<file path="src/rtl/dbl_pkg.sv">
// Package dbl_pkg
// Shared constants and types for the dead-band load sequencer.
// Assumes an 8-bit control byte whose enable/request bit positions are
// decoded by software, so they are fixed here rather than parameterised.
package dbl_pkg;

    localparam int CTL_W       = 8;
    localparam int CTL_EN_BIT  = 7;
    localparam int CTL_REQ_BIT = 6;
    localparam int MODE_W      = 3;

    typedef enum logic [MODE_W-1:0] {
        MODE_ASYNC_STEER = 3'b000,
        MODE_SYNC_STEER  = 3'b001,
        MODE_FWD_FULL    = 3'b010,
        MODE_REV_FULL    = 3'b011,
        MODE_HALF_BRIDGE = 3'b100,
        MODE_PUSH_PULL   = 3'b101,
        MODE_RSVD_A      = 3'b110,
        MODE_RSVD_B      = 3'b111
    } mode_e;

    function automatic logic mode_is_reserved(input mode_e m);
        return (m == MODE_RSVD_A) || (m == MODE_RSVD_B);
    endfunction

endpackage

</file>
<file path="src/rtl/dbl_ctl_reg.sv">
// Module dbl_ctl_reg
// Holds enable, load request and mode.
// Assumes load_done is a single-cycle pulse from the arm tracker.
// A control write takes priority over a hardware clear in the same cycle.
// The request may be set only when enable was already 1 before the write.
module dbl_ctl_reg
    import dbl_pkg::*;
(
    input  logic             clk,
    input  logic             rst_n,
    input  logic             we,
    input  logic [CTL_W-1:0] wdata,
    input  logic             load_done,
    output logic             en,
    output logic             req,
    output mode_e            mode
);

    logic unused_rsvd_bits;
    assign unused_rsvd_bits = ^wdata[5:3];

    // Update enable, request and mode from software writes and hardware clear.
    always_ff @(posedge clk) begin
        if (!rst_n) begin
            en   <= 1'b0;
            req  <= 1'b0;
            mode <= MODE_ASYNC_STEER;
        end else if (we) begin
            en   <= wdata[CTL_EN_BIT];
            mode <= mode_e'(wdata[MODE_W-1:0]);
            if (!wdata[CTL_EN_BIT])
                req <= 1'b0;
            else if (wdata[CTL_REQ_BIT] && en)
                req <= 1'b1;
            else if (load_done)
                req <= 1'b0;
        end else if (load_done) begin
            req <= 1'b0;
        end
    end

endmodule

</file>
<file path="src/rtl/dbl_edge_sync.sv">
// Module dbl_edge_sync
// Synchronises an asynchronous level through SYNC_STAGES flops.
// Produces one-cycle rise and fall pulses by comparing the synchronised
// level with its previous sample.
// Assumes SYNC_STAGES >= 2.
module dbl_edge_sync #(
    parameter int SYNC_STAGES = 2
) (
    input  logic clk,
    input  logic rst_n,
    input  logic din,
    output logic rise_ev,
    output logic fall_ev
);

    logic [SYNC_STAGES-1:0] chain;
    logic                   prev;
    logic                   level;

    assign level = chain[SYNC_STAGES-1];

    // Shift the raw input through the synchroniser chain.
    always_ff @(posedge clk) begin
        if (!rst_n) chain <= '0;
        else        chain <= {chain[SYNC_STAGES-2:0], din};
    end

    // Keep the previous synchronised level for edge comparison.
    always_ff @(posedge clk) begin
        if (!rst_n) prev <= 1'b0;
        else        prev <= level;
    end

    assign rise_ev = level & ~prev;
    assign fall_ev = ~level & prev;

endmodule

</file>
<file path="src/rtl/dbl_arm_track.sv">
// Module dbl_arm_track
// Tracks the fall-then-rise sequence while a load is armed.
// Assumes req stays 1 until this block pulses load or software disables.
// Any cycle with req low discards a recorded falling edge.
module dbl_arm_track (
    input  logic clk,
    input  logic rst_n,
    input  logic req,
    input  logic rise_ev,
    input  logic fall_ev,
    output logic load
);

    logic fall_seen;

    assign load = req & fall_seen & rise_ev;

    // Record a falling edge once armed; clear on transfer or disarm.
    always_ff @(posedge clk) begin
        if (!rst_n)
            fall_seen <= 1'b0;
        else if (!req || load)
            fall_seen <= 1'b0;
        else if (fall_ev)
            fall_seen <= 1'b1;
    end

endmodule

</file>
<file path="src/rtl/dbl_active_regs.sv">
// Module dbl_active_regs
// Active dead-band count pair.
// Both counts are updated together from the holding values on a load pulse
// and are held otherwise.
module dbl_active_regs #(
    parameter int CNT_W = 8
) (
    input  logic             clk,
    input  logic             rst_n,
    input  logic             load,
    input  logic [CNT_W-1:0] rise_hold,
    input  logic [CNT_W-1:0] fall_hold,
    output logic [CNT_W-1:0] rise_act,
    output logic [CNT_W-1:0] fall_act
);

    // Copy both holding values at once when a load fires.
    always_ff @(posedge clk) begin
        if (!rst_n) begin
            rise_act <= '0;
            fall_act <= '0;
        end else if (load) begin
            rise_act <= rise_hold;
            fall_act <= fall_hold;
        end
    end

endmodule

</file>
<file path="src/rtl/deadband_load_seq.sv">
// Module deadband_load_seq
// Top of the dead-band load sequencer.
// Software writes holding counts and a control byte; an armed request
// transfers both counts on the first rising data edge after a falling one.
// Assumes data_in is asynchronous to clk.
module deadband_load_seq
    import dbl_pkg::*;
#(
    parameter int CNT_W       = 8,
    parameter int SYNC_STAGES = 2
) (
    input  logic             clk,
    input  logic             rst_n,
    input  logic             ctl_we,
    input  logic [CTL_W-1:0] ctl_wdata,
    output logic [CTL_W-1:0] ctl_rdata,
    input  logic             rise_we,
    input  logic [CNT_W-1:0] rise_wdata,
    input  logic             fall_we,
    input  logic [CNT_W-1:0] fall_wdata,
    input  logic             data_in,
    output logic [CNT_W-1:0] rise_active,
    output logic [CNT_W-1:0] fall_active,
    output logic             mode_invalid
);

    localparam int PAD_W = CTL_W - 2 - MODE_W;

    logic             en;
    logic             req;
    mode_e            mode;
    logic             rise_ev;
    logic             fall_ev;
    logic             load;
    logic [CNT_W-1:0] rise_hold;
    logic [CNT_W-1:0] fall_hold;

    // Capture software writes to the holding counts.
    always_ff @(posedge clk) begin
        if (!rst_n) begin
            rise_hold <= '0;
            fall_hold <= '0;
        end else begin
            if (rise_we) rise_hold <= rise_wdata;
            if (fall_we) fall_hold <= fall_wdata;
        end
    end

    dbl_ctl_reg u_ctl (
        .clk       (clk),
        .rst_n     (rst_n),
        .we        (ctl_we),
        .wdata     (ctl_wdata),
        .load_done (load),
        .en        (en),
        .req       (req),
        .mode      (mode)
    );

    dbl_edge_sync #(.SYNC_STAGES(SYNC_STAGES)) u_sync (
        .clk     (clk),
        .rst_n   (rst_n),
        .din     (data_in),
        .rise_ev (rise_ev),
        .fall_ev (fall_ev)
    );

    dbl_arm_track u_track (
        .clk     (clk),
        .rst_n   (rst_n),
        .req     (req),
        .rise_ev (rise_ev),
        .fall_ev (fall_ev),
        .load    (load)
    );

    dbl_active_regs #(.CNT_W(CNT_W)) u_act (
        .clk       (clk),
        .rst_n     (rst_n),
        .load      (load),
        .rise_hold (rise_hold),
        .fall_hold (fall_hold),
        .rise_act  (rise_active),
        .fall_act  (fall_active)
    );

    assign ctl_rdata    = {en, req, {PAD_W{1'b0}}, mode};
    assign mode_invalid = mode_is_reserved(mode);

endmodule

</file>
<file path="config.mk">
export PLATFORM = sky130hd
export DESIGN_NAME = deadband_load_seq
export DESIGN_NICKNAME = d
export VERILOG_FILES = /design/src/rtl/dbl_pkg.sv /design/src/rtl/dbl_ctl_reg.sv /design/src/rtl/dbl_edge_sync.sv /design/src/rtl/dbl_arm_track.sv /design/src/rtl/dbl_active_regs.sv /design/src/rtl/deadband_load_seq.sv
export SDC_FILE = /design/constraint.sdc
export NUM_CORES = 1
export LEC_CHECK = 0
export BUFFER_PORTS_ARGS = -buffer_cell sky130_fd_sc_hd__buf_2
export CELL_PAD_IN_SITES_DETAIL_PLACEMENT = 1
export CELL_PAD_IN_SITES_GLOBAL_PLACEMENT = 1
export CORE_MARGIN = 10
export CORE_UTILIZATION = 40
export CTS_CLUSTER_DIAMETER = 200
export DETAILED_ROUTE_END_ITERATION = 7
export MAX_ROUTING_LAYER = met4
export PLACE_DENSITY_LB_ADDON = 0.1
export REMOVE_ABC_BUFFERS = 1
export SLEW_MARGIN = 10
export SYNTH_ARGS = -nofsm -noshare
export SYNTH_HDL_FRONTEND = slang
export SYNTH_HIERARCHICAL = 1
export SYNTH_SLANG_ARGS = --single-unit
</file>
<file path="constraint.sdc">
create_clock -name clk -period 3.27 [get_ports clk]
set_input_delay 0.1635 -clock clk [delete_from_list [all_inputs] [get_ports clk]]
set_output_delay 0.1635 -clock clk [all_outputs]
set_load 0.02 [all_outputs]
</file>
==> metrics.md <==
| Metric | Value |
|---|---|
| CP endpoint kind | `flop` |
| Die Width | `83.7 um` |
| Post-route cell area | `0.00191 mm^2` |
| Post-synth top flop | `dfxtp_1` |
| Rows | `23` |
| Total grt overflow | `0` |
| Worst hold slack | `83.7 ps` |
| Fmax | `648 MHz` |
| Asr flop ratio synth | `0%` |
| Post-synth cell types | `18` |
| Syn avg cell area | `11.5 um^2` |
| Fillers | `475` |
| Pins over their slew limit | `0` |
| Port Buffers | `48` |
| Post-Synth XOR/XNOR Area | `0%` |
| First-pass GRT wire length | `5800 um` |
| Reg area | `821 um^2` |
| Initial DRC count | `42` |
| Synth Area in Compound Gates | `1.70%` |
| Post-layout util | `48.0%` |
| Startpoint class of the critical path | `flop` |
| Multi-input logic area | `691 um^2` |
| Final Skew | `3.42 ps` |
| RSZ-0062 raised after global routing | `no` |
| Avg WL per Cell | `14.6 um` |
| Core ar. | `0.00397 mm^2` |
| Post-DP HPWL | `2650 um` |
| Clock Latency Late Sink | `280 ps` |
| Flops & latches, synth | `41` |
| Synth Cell Area | `0.00162 mm^2` |
| Worst EP arrival | `1720 ps` |
| Post-Synth Adder-Cell Area | `0%` |
| Post-CTS Setup Bufs | `0` |
| Top cells by count, synth | `dfxtp_1, mux2i_1, nor2b_1` |
| Vias | `1080` |
| Slew of the pin with the lowest slew margin | `535 ps` |
| CTS Hold Bufs | `0` |
| Nets | `216` |
| Synth Instances | `141` |
| Layout cells sized above 1 | `31.2%` |
| Htree depth | `2` |
| Placed cell area | `0.00182 mm^2` |
| Root Driver | `clkbuf_8` |
| Antenna cell count | `0` |
| Clock sink count | `41` |
| Reg clk slew, reported paths | `70 ps` |
| CP Data Required Time | `3440 ps` |
| Die Area | `0.00700 mm^2` |
| Synth area leaders | `dfxtp_1, mux2i_1, nor2b_1` |
| Post-CTS Resized | `0` |
| Final hold violation count | `0` |
| Setup-failing EPs final | `0` |
| DRT antenna net count | `0` |
| Pwr dens | `480 mW/mm^2` |
| P_leak | `0.838 nW` |
| Largest family of logic cells by synthesized area | `multiplexers` |
| Hold Crit Class | `input pin to flop` |
| Pin count of the biggest net entering global routing | `38` |
| Result of the run | `finished clean` |
| Setup TNS | `0 ps` |
| Post-synthesis simple-gate area fraction | `18.0%` |
| Count leader, synth | `dfxtp_1` |
| Via/cell ratio | `4.58` |
| Multiplexer area fraction after synthesis | `22.2%` |
| Critical path class | `flop to flop` |
| DRC Markers | `0` |
| Max Cap Viol | `0` |
| Yosys top cell by area | `dfxtp_1` |
| Routability cong. | `0.715` |
| Ys Warns | `6` |
| Initial antenna violation count | `0` |
| Max Buffers Root-to-Sink | `2` |
| Io pins | `55` |
| DIE HEIGHT | `83.7 um` |
| Final Cycle Share | `47.2%` |
| First-pass DRT Iterations | `4` |
| Worst vdd ir | `205 uV` |
| Initial Utilization | `40.9%` |
| Drt total wl | `3440 um` |
| Crit path time final | `1540 ps` |
| Fin worst setup slack | `1730 ps` |
| Pre-CTS setup slack | `1720 ps` |
| Post-synth EDFFs | `0` |
| GRT Overall Usage | `10.5%` |
| Area share of the largest cell type after synthesis | `50.6%` |
| Sequential share of the synthesized area | `50.6%` |
| Vias in the first global route | `1233` |
| Crit path max fanout | `17` |
| CTS buffer count | `5` |
| Synthesis-to-finish area growth | `17.6%` |
| Relative slew margins | `64.3%` |
| CTS tree | `built` |
## critical path, stage by stage, from the launching register on
cell	delay, ps
dfxtp_1	340
nor2b_1	200
and3_2	570
mux2i_1	260
nor2b_1	70
## worst paths after layout
check | from | endpoint | slack [ps] | cells past startpoint
worst min-delay path | data_in | u_sync/chain[0] | 80 | 2
worst max-delay path | u_sync/chain[1] | u_act/rise_act[1] | 1730 | 4
worst min register to register | u_sync/chain[0] | u_sync/chain[1] | 440 | 1
worst max register to register | u_sync/chain[1] | u_act/rise_act[1] | 1730 | 4
## cell usage in the layout (no fill, tap or decap)
master | synthesis | routed
and3_2 | 1 | 1
buf_2 | 1 | 48
clkbuf_1 | 1 | 1
and2_1 | 4 | 4
nand3_4 | 1 | 1
mux2i_1 | 36 | 36
conb_1 | 1 | 3
nor2b_1 | 34 | 34
dfxtp_1 | 41 | 41
inv_1 | 2 | 2
nand2b_1 | 1 | 1
nor2_1 | 5 | 5
a211oi_2 | 1 | 1
clkbuf_8 | 0 | 6
a221oi_2 | 1 | 1
nand2_1 | 1 | 1
## final cells by class
class	instances	share of cell area, %
flip-flops and latches	41	43.0
multi-input cells	88	36.2
repair buffers	48	12.6
clock buffers	7	4.52
well taps	50	3.28
inverters	2	0.393
## where the power goes
group          switching [mW]  internal, mW  leakage [nW]  total (mW)
combinational          0.0354        0.0354         0.459      0.0709
sequential            0.00871         0.516         0.335       0.524
clock                   0.153         0.167        0.0443       0.320
## sequential cells by signal, summed over array words and instances (netlist names)
signal / cells
fall_hold: 8
rise_hold: 8
u_act/fall_act: 8
u_act/rise_act: 8
u_ctl/mode: 3
u_sync/chain: 2
u_ctl/en: 1
u_ctl/req: 1
u_sync/prev: 1
u_track/fall_seen: 1
## per-layer routing
metal / up-vias / wire [um] / track usage [%]
li1: 542 / - / -
met1: 497 / 1440 / 10.5
met2: 36 / 1720 / 17.4
met3: 5 / 232 / 4.69
met4: 0 / 48 / 4.11
met5: - / 0 / -
## logic make-up after synthesis
group,count (synthesis)
AND/OR/NAND/NOR,47
flip-flops,41
multiplexers,36
buffers and inverters,14
AO/OA/AOI/OAI,2
other,1
## metrics by stage
| stage | instances | total power, mW |
|---|---|---|
| 2_1_floorplan | 131 | 0.572 |
| 3_3_place_gp | 229 | 0.604 |
| 3_5_place_dp | 229 | 0.608 |
| 4_1_cts | 236 | 0.930 |
| 5_1_grt | 236 | 0.966 |
| 6_report | 236 | 0.915 |
No activity file was read; power rests on OpenSTA's default activity.
